**config.mk**
```make
export PLATFORM = sky130hd
export DESIGN_NAME = rdma_engine
export DESIGN_NICKNAME = d
export VERILOG_FILES = /design/src/rtl/rdma_pkg.sv /design/src/rtl/rdma_cmd_decode.sv /design/src/rtl/rdma_ptr.sv /design/src/rtl/rdma_lane.sv /design/src/rtl/rdma_engine.sv
export SDC_FILE = /design/constraint.sdc
export NUM_CORES = 1
export LEC_CHECK = 0
export BUFFER_PORTS_ARGS = -buffer_cell sky130_fd_sc_hd__buf_2
export CAP_MARGIN = 20
export CORE_ASPECT_RATIO = 1.5
export CORE_MARGIN = 2
export CORE_UTILIZATION = 40
export DETAILED_ROUTE_END_ITERATION = 7
export GPL_TIMING_DRIVEN = 0
export PLACE_DENSITY_LB_ADDON = 0.2
export SLEW_MARGIN = 0
export SYNTH_ARGS = -nofsm -noshare
export SYNTH_HDL_FRONTEND = slang
export SYNTH_HIERARCHICAL = 1
export SYNTH_SLANG_ARGS = --single-unit
```
**constraint.sdc**
```tcl
create_clock -name clk -period 3 [get_ports clk]
set_input_delay 0.3 -clock clk [delete_from_list [all_inputs] [get_ports clk]]
set_output_delay 0.3 -clock clk [all_outputs]
set_load 0.03 [all_outputs]
```
**src/rtl/rdma_pkg.sv**
```systemverilog
package rdma_pkg;

  typedef enum logic [2:0] {
    ST_IDLE,
    ST_RD_REQ,
    ST_RD_WAIT,
    ST_RD_HOLD,
    ST_WR
  } rdma_state_e;

  typedef enum logic [2:0] {
    OP_NONE,
    OP_READ,
    OP_WRITE,
    OP_SEND,
    OP_ABORT
  } rdma_op_e;

endpackage

```
**src/rtl/rdma_cmd_decode.sv**
```systemverilog
module rdma_cmd_decode
  import rdma_pkg::*;
(
  input  logic       cmd_valid,
  input  logic [2:0] cmd,
  output rdma_op_e   op
);

  always_comb begin
    op = OP_NONE;
    if (cmd_valid) begin
      if (cmd[2]) begin
        op = OP_ABORT;
      end else begin
        case (cmd[1:0])
          2'b01:   op = OP_READ;
          2'b10:   op = OP_WRITE;
          2'b11:   op = OP_SEND;
          default: op = OP_NONE;
        endcase
      end
    end
  end

endmodule

```
**src/rtl/rdma_ptr.sv**
```systemverilog
module rdma_ptr #(
  parameter int ADDR_W = 16,
  parameter int CNT_W  = 16,
  parameter int LANES  = 2
) (
  input  logic              clk,
  input  logic              rst_n,
  input  logic              load,
  input  logic [ADDR_W-1:0] load_addr,
  input  logic [CNT_W-1:0]  load_cnt,
  input  logic              advance,
  input  logic              wide,
  output logic [ADDR_W-1:0] addr,
  output logic [CNT_W-1:0]  cnt,
  output logic              last
);

  localparam logic [CNT_W-1:0] STEP_WIDE = CNT_W'(LANES);
  localparam logic [CNT_W-1:0] STEP_ONE  = CNT_W'(1);

  logic [CNT_W-1:0] step;

  assign step = wide ? STEP_WIDE : STEP_ONE;
  assign last = (cnt <= step);

  always_ff @(posedge clk) begin
    if (!rst_n) begin
      addr <= '0;
      cnt  <= '0;
    end else if (load) begin
      addr <= load_addr;
      cnt  <= load_cnt;
    end else if (advance) begin
      addr <= addr + ADDR_W'(step);
      cnt  <= last ? '0 : (cnt - step);
    end
  end

endmodule

```
**src/rtl/rdma_lane.sv**
```systemverilog
module rdma_lane #(
  parameter int DATA_W = 16
) (
  input  logic              wide,
  input  logic              swap,
  input  logic [DATA_W-1:0] din,
  output logic [DATA_W-1:0] dout
);

  localparam int LANES = DATA_W / 8;

  logic [DATA_W-1:0] reversed;

  for (genvar i = 0; i < LANES; i++) begin : g_rev
    assign reversed[i*8 +: 8] = din[(LANES-1-i)*8 +: 8];
  end

  always_comb begin
    if (wide) begin
      dout = swap ? reversed : din;
    end else begin
      dout = '0;
      dout[7:0] = din[7:0];
    end
  end

endmodule

```
**src/rtl/rdma_engine.sv**
```systemverilog
module rdma_engine
  import rdma_pkg::*;
#(
  parameter int ADDR_W = 16,
  parameter int CNT_W  = 16,
  parameter int DATA_W = 16
) (
  input  logic              clk,
  input  logic              rst_n,
  input  logic              cmd_valid,
  input  logic [2:0]        cmd,
  input  logic [ADDR_W-1:0] start_addr,
  input  logic [CNT_W-1:0]  byte_count,
  input  logic              word_mode,
  input  logic              big_endian,
  input  logic              done_clr,
  output logic              done,
  output logic              busy,
  output logic [7:0]        cur_addr_lo,
  output logic [ADDR_W-9:0] cur_addr_hi,
  output logic [DATA_W-1:0] hst_rd_data,
  output logic              hst_rd_valid,
  input  logic              hst_rd_ready,
  input  logic [DATA_W-1:0] hst_wr_data,
  input  logic              hst_wr_valid,
  output logic              hst_wr_ready,
  output logic              mem_en,
  output logic              mem_we,
  output logic              mem_word,
  output logic [ADDR_W-1:0] mem_addr,
  output logic [DATA_W-1:0] mem_wdata,
  input  logic [DATA_W-1:0] mem_rdata
);

  localparam int LANES = DATA_W / 8;

  rdma_state_e       state_q, state_d;
  rdma_op_e          op;
  logic              wide_q, swap_q;
  logic              done_q;
  logic [DATA_W-1:0] rd_q;
  logic [DATA_W-1:0] rd_lane;
  logic [ADDR_W-1:0] addr;
  logic [CNT_W-1:0]  cnt;
  logic              last;
  logic              abort_now, start_rd, start_wr, load;
  logic              zero_cmd, rd_hs, wr_hs, advance, finish;

  rdma_cmd_decode u_dec (
    .cmd_valid (cmd_valid),
    .cmd       (cmd),
    .op        (op)
  );

  assign abort_now = (op == OP_ABORT);
  assign start_rd  = (op == OP_READ)  && (state_q == ST_IDLE);
  assign start_wr  = (op == OP_WRITE) && (state_q == ST_IDLE);
  assign load      = start_rd || start_wr;
  assign zero_cmd  = load && (byte_count == '0);

  assign rd_hs   = (state_q == ST_RD_HOLD) && hst_rd_ready;
  assign wr_hs   = (state_q == ST_WR) && hst_wr_valid;
  assign advance = (rd_hs || wr_hs) && !abort_now;
  assign finish  = advance && last;

  rdma_ptr #(
    .ADDR_W (ADDR_W),
    .CNT_W  (CNT_W),
    .LANES  (LANES)
  ) u_ptr (
    .clk       (clk),
    .rst_n     (rst_n),
    .load      (load),
    .load_addr (start_addr),
    .load_cnt  (byte_count),
    .advance   (advance),
    .wide      (wide_q),
    .addr      (addr),
    .cnt       (cnt),
    .last      (last)
  );

  rdma_lane #(.DATA_W(DATA_W)) u_rd_lane (
    .wide (wide_q),
    .swap (swap_q),
    .din  (mem_rdata),
    .dout (rd_lane)
  );

  rdma_lane #(.DATA_W(DATA_W)) u_wr_lane (
    .wide (wide_q),
    .swap (swap_q),
    .din  (hst_wr_data),
    .dout (mem_wdata)
  );

  always_comb begin
    state_d = state_q;
    if (abort_now) begin
      state_d = ST_IDLE;
    end else begin
      case (state_q)
        ST_IDLE: begin
          if (start_rd && !zero_cmd)      state_d = ST_RD_REQ;
          else if (start_wr && !zero_cmd) state_d = ST_WR;
        end
        ST_RD_REQ:  state_d = ST_RD_WAIT;
        ST_RD_WAIT: state_d = ST_RD_HOLD;
        ST_RD_HOLD: begin
          if (hst_rd_ready) state_d = last ? ST_IDLE : ST_RD_REQ;
        end
        ST_WR: begin
          if (hst_wr_valid && last) state_d = ST_IDLE;
        end
        default: state_d = ST_IDLE;
      endcase
    end
  end

  always_ff @(posedge clk) begin
    if (!rst_n) begin
      state_q <= ST_IDLE;
      wide_q  <= 1'b0;
      swap_q  <= 1'b0;
      done_q  <= 1'b0;
      rd_q    <= '0;
    end else begin
      state_q <= state_d;
      if (load) begin
        wide_q <= word_mode;
        swap_q <= big_endian;
      end
      if (finish || zero_cmd) begin
        done_q <= 1'b1;
      end else if (done_clr) begin
        done_q <= 1'b0;
      end
      if (state_q == ST_RD_WAIT) begin
        rd_q <= rd_lane;
      end
    end
  end

  assign done         = done_q;
  assign busy         = (state_q != ST_IDLE);
  assign cur_addr_lo  = addr[7:0];
  assign cur_addr_hi  = addr[ADDR_W-1:8];
  assign hst_rd_data  = rd_q;
  assign hst_rd_valid = (state_q == ST_RD_HOLD);
  assign hst_wr_ready = (state_q == ST_WR) && !abort_now;
  assign mem_en       = ((state_q == ST_RD_REQ) || wr_hs) && !abort_now;
  assign mem_we       = (state_q == ST_WR);
  assign mem_word     = wide_q;
  assign mem_addr     = addr;

endmodule

```
==> impl_metrics.yaml <==
critical_path:
  end_kind: "flop"
  cp_common_cell: "clkbuf_1"
  slowest_delay_ns: 0.41
  path_cells: "clkbuf_1 -> nor4_2 -> nand2_1 -> inv_1 -> clkbuf_1 -> inv_1 -> clkbuf_1 -> clkbuf_1 -> a31oi_1"
  reg2reg_to: "u_ptr/cnt[14]"
  cp.arrival_ns: 2.93
  worst-setup-path-type: "reg2reg"
  cpMaxStageDelayCell: "clkbuf_1"
  ff2ff_path_depth: 9
  required_ns: 3.22
  start_kind: "flop"
  rrSetupSlack_ns: 0.29
  crit_buf_inv: 6
  path_delay_family: "buffers and inverters"
  critPathMaxFanout: 10
  rr_startpoint: "state_q[0]"
synth:
  syn_area_sq_um: 3470
  synth.avg_cell_area_sq_um: 8.41
  yosysTopAreaCell: "dfxtp_1"
  synth-edff-count: 0
  yosysSeqAreaShare_pct: 31.2
  async_flop_share_pct: 0
  synth_fp_nets: 493
  synthFlopType: "dfxtp_1"
  synth.area.mux_share_pct: 12.4
  yosys.area_share.adder_pct: 2.60
  synth-xor-area-share_pct: 5.31
  synth_compound_area_share_pct: 15.3
  yosys.area_share.simple_pct: 25.9
  synth_top_family_by_area: "simple AND/OR/NAND/NOR gates"
  yosys-top-cells-area: "dfxtp_1 (31%), mux2_4 (6.9%), nand2_1 (6.0%)"
  ys_types: 56
  ys_ff_latch: 54
  yosys_warnings: 6
  synth.top_cell.area_share_pct: 31.2
  postSynthCellCount: 412
sta:
  min_period_over_period_pct: 90.4
  max_freq_mhz: 369
  setup_tns_ns: 0
  hold_viol_final: 0
  slew_viol_final: 0
  tightest_slew_ns: 0.725
  setup_viol: 0
  min_period_ns: 2.71
  rsz0062_at_grt: "false"
  skew_ns: 0.00596
  maxSlewHeadroom_pct: 51.2
die:
  initial_core_util_pct: 41.2
  io_pins: 146
  die_h_um: 118
  die-area_sq_um: 9440
  core.rowCount: 41
  die_x_um: 80
  coreArea_sq_um: 8410
min_path:
  hold_path.startpoint: "byte_count[11]"
  hold_depth: 3
  worstHoldPathType: "in2reg"
  min_to: "u_ptr/cnt[11]"
global_routing:
  antenna_found_initial: 0
  first_global_vias: 3323
  grt_usage_pct: 19.4
  grt_overflow: 0
  grt_max_degree: 24
  grt_pass1_wl_um: 15000
clocking:
  clk_path_buf_depth: 2
  post_cts.repair.setup_buffers: 0
  cts_buffers: 5
  h-tree-depth: 2
  cts.sinks: 54
  clock_latency_ns: 0.29
  clkSlewWorstSetupHoldPaths_ns: 0.07
  cts-root-buf: "clkbuf_16"
  cts_tree: "yes"
placed_design:
  io_buffers: 145
  gp_congestion: 0.851
  hpwl_um: 7370
  dp_cells: 664
finish:
  drive_above_1_share_pct: 35.6
  finalNonFillerCells: 672
  n_antenna_cell: 0
  area_growth_syn_to_layout_pct: 29.3
  layout_commonest_cell: "buf_2"
  nets: 645
  final_cell_mix: "buf_2 (146), nand2_1 (55), dfxtp_1 (53)"
detailed_routing:
  drc: 0
  routedWlPerCell_um: 13.9
  drt.antenna.violating_nets: 0
  firstDrtPassIters: 5
  drt_iter0_drc: 119
  via_count: 3407
  drt_wl_total_um: 9320
  vias_per_cell: 5.07
power_and_ir_drop:
  p_total_mw: 1.98
  p_leak_nw: 2.07
  peakVddDrop_mv: 0.246
  power.density_nw_per_um2: 441
status:
  outcome: "finished clean"
flow_run:
  maxCapViolCount: 0
==> state kept, by name (all words and copies together), names as in the netlist <==
name         count
mem_word         1
u_ptr/addr      16
done             1
swap_q           1
hst_rd_data     16
state_q          3
u_ptr/cnt       16
==> worst register-to-register path: stages, from the launching register on <==
cell	delay [ns]
dfxtp_1	0.30
clkbuf_1	0.19
nor4_2	0.36
nand2_1	0.23
inv_1	0.12
clkbuf_1	0.41
inv_1	0.21
clkbuf_1	0.30
clkbuf_1	0.33
a31oi_1	0.20
==> cells by family (layout without fill, tap and decap cells) <==
family / Yosys count / in the layout
AO/OA/AOI/OAI: 83 / 83
XOR/XNOR: 21 / 21
multiplexers: 35 / 35
AND/OR/NAND/NOR: 167 / 167
buffers and inverters: 46 / 199
adder cells (fa/ha/maj): 6 / 6
flip-flops: 54 / 54
==> Yosys cell counts (all sizes together), types with 4 or more instances <==
master and count:
a31oi 4, nor2 26, xor2 13, and3 6, nand3 8, or3 6
a21oi 17, buf 22, o21ai 24, ha 4, clkbuf 10, nand2 57
inv 14, a211oi 7, xnor2 8, mux2i 19, or4 4, nor2b 20
dfxtp 54, mux2 16, nor4 10, nand4 4, a21boi 16
==> where the power goes <==
part / total (mW) / switching, mW / internal (mW)
logic: 0.573 / 0.328 / 0.245
clock network: 0.584 / 0.252 / 0.332
registers: 0.819 / 0.0553 / 0.764
==> layer usage <==
layer,wire [um],up-vias,track usage (%)
met5,0,-,0
met4,144,0,5.40
met3,558,13,2.91
met2,4780,102,36.4
met1,3830,1562,22.1
li1,-,1730,-
==> worst max path at each step <==
| stage | from | endpoint | cells past startpoint |
|---|---|---|---|
| 3_5_place_dp | mem_word | u_ptr/cnt[13] | 7 |
| 4_1_cts | state_q[0] | u_ptr/addr[13] | 9 |
| 6_report | state_q[0] | u_ptr/cnt[14] | 9 |
| 3_3_place_gp | mem_word | u_ptr/cnt[13] | 7 |
| 5_1_grt | state_q[0] | u_ptr/cnt[14] | 9 |
| 2_1_floorplan | mem_word | u_ptr/cnt[13] | 7 |
==> metrics by stage <==
stage	utilization [%]	cell area, sq um	worst slack, ns	hold WS, ns
after floorplan	-	3470	0.188	0.409
after global placement	51.4	4330	-0.00158	0.443
after detailed placement	51.4	4330	-0.0145	0.444
after CTS	53.2	4470	0.219	0.225
after global routing	53.3	4480	0.0417	0.247
final	53.3	4480	0.287	0.228
==> area by class of cell <==
type | count | area [sq um]
Fill cell | 849 | 3930
Multi-Input combinational cell | 312 | 2140
Sequential cell | 54 | 1080
Timing Repair Buffer | 145 | 726
Buffer | 32 | 200
Clock buffer | 7 | 143
Tap cell | 107 | 134
Inverter | 14 | 52.6
Clock inverter | 1 | 5.00
==> what timing repair did <==
item,4_1_cts,5_1_grt
hold buffers,0,0
gates resized for setup,1,1
setup endpoints to repair,1,3
endpoints found under the hold margin,0,0
No activity file was read; power rests on OpenSTA's default activity.
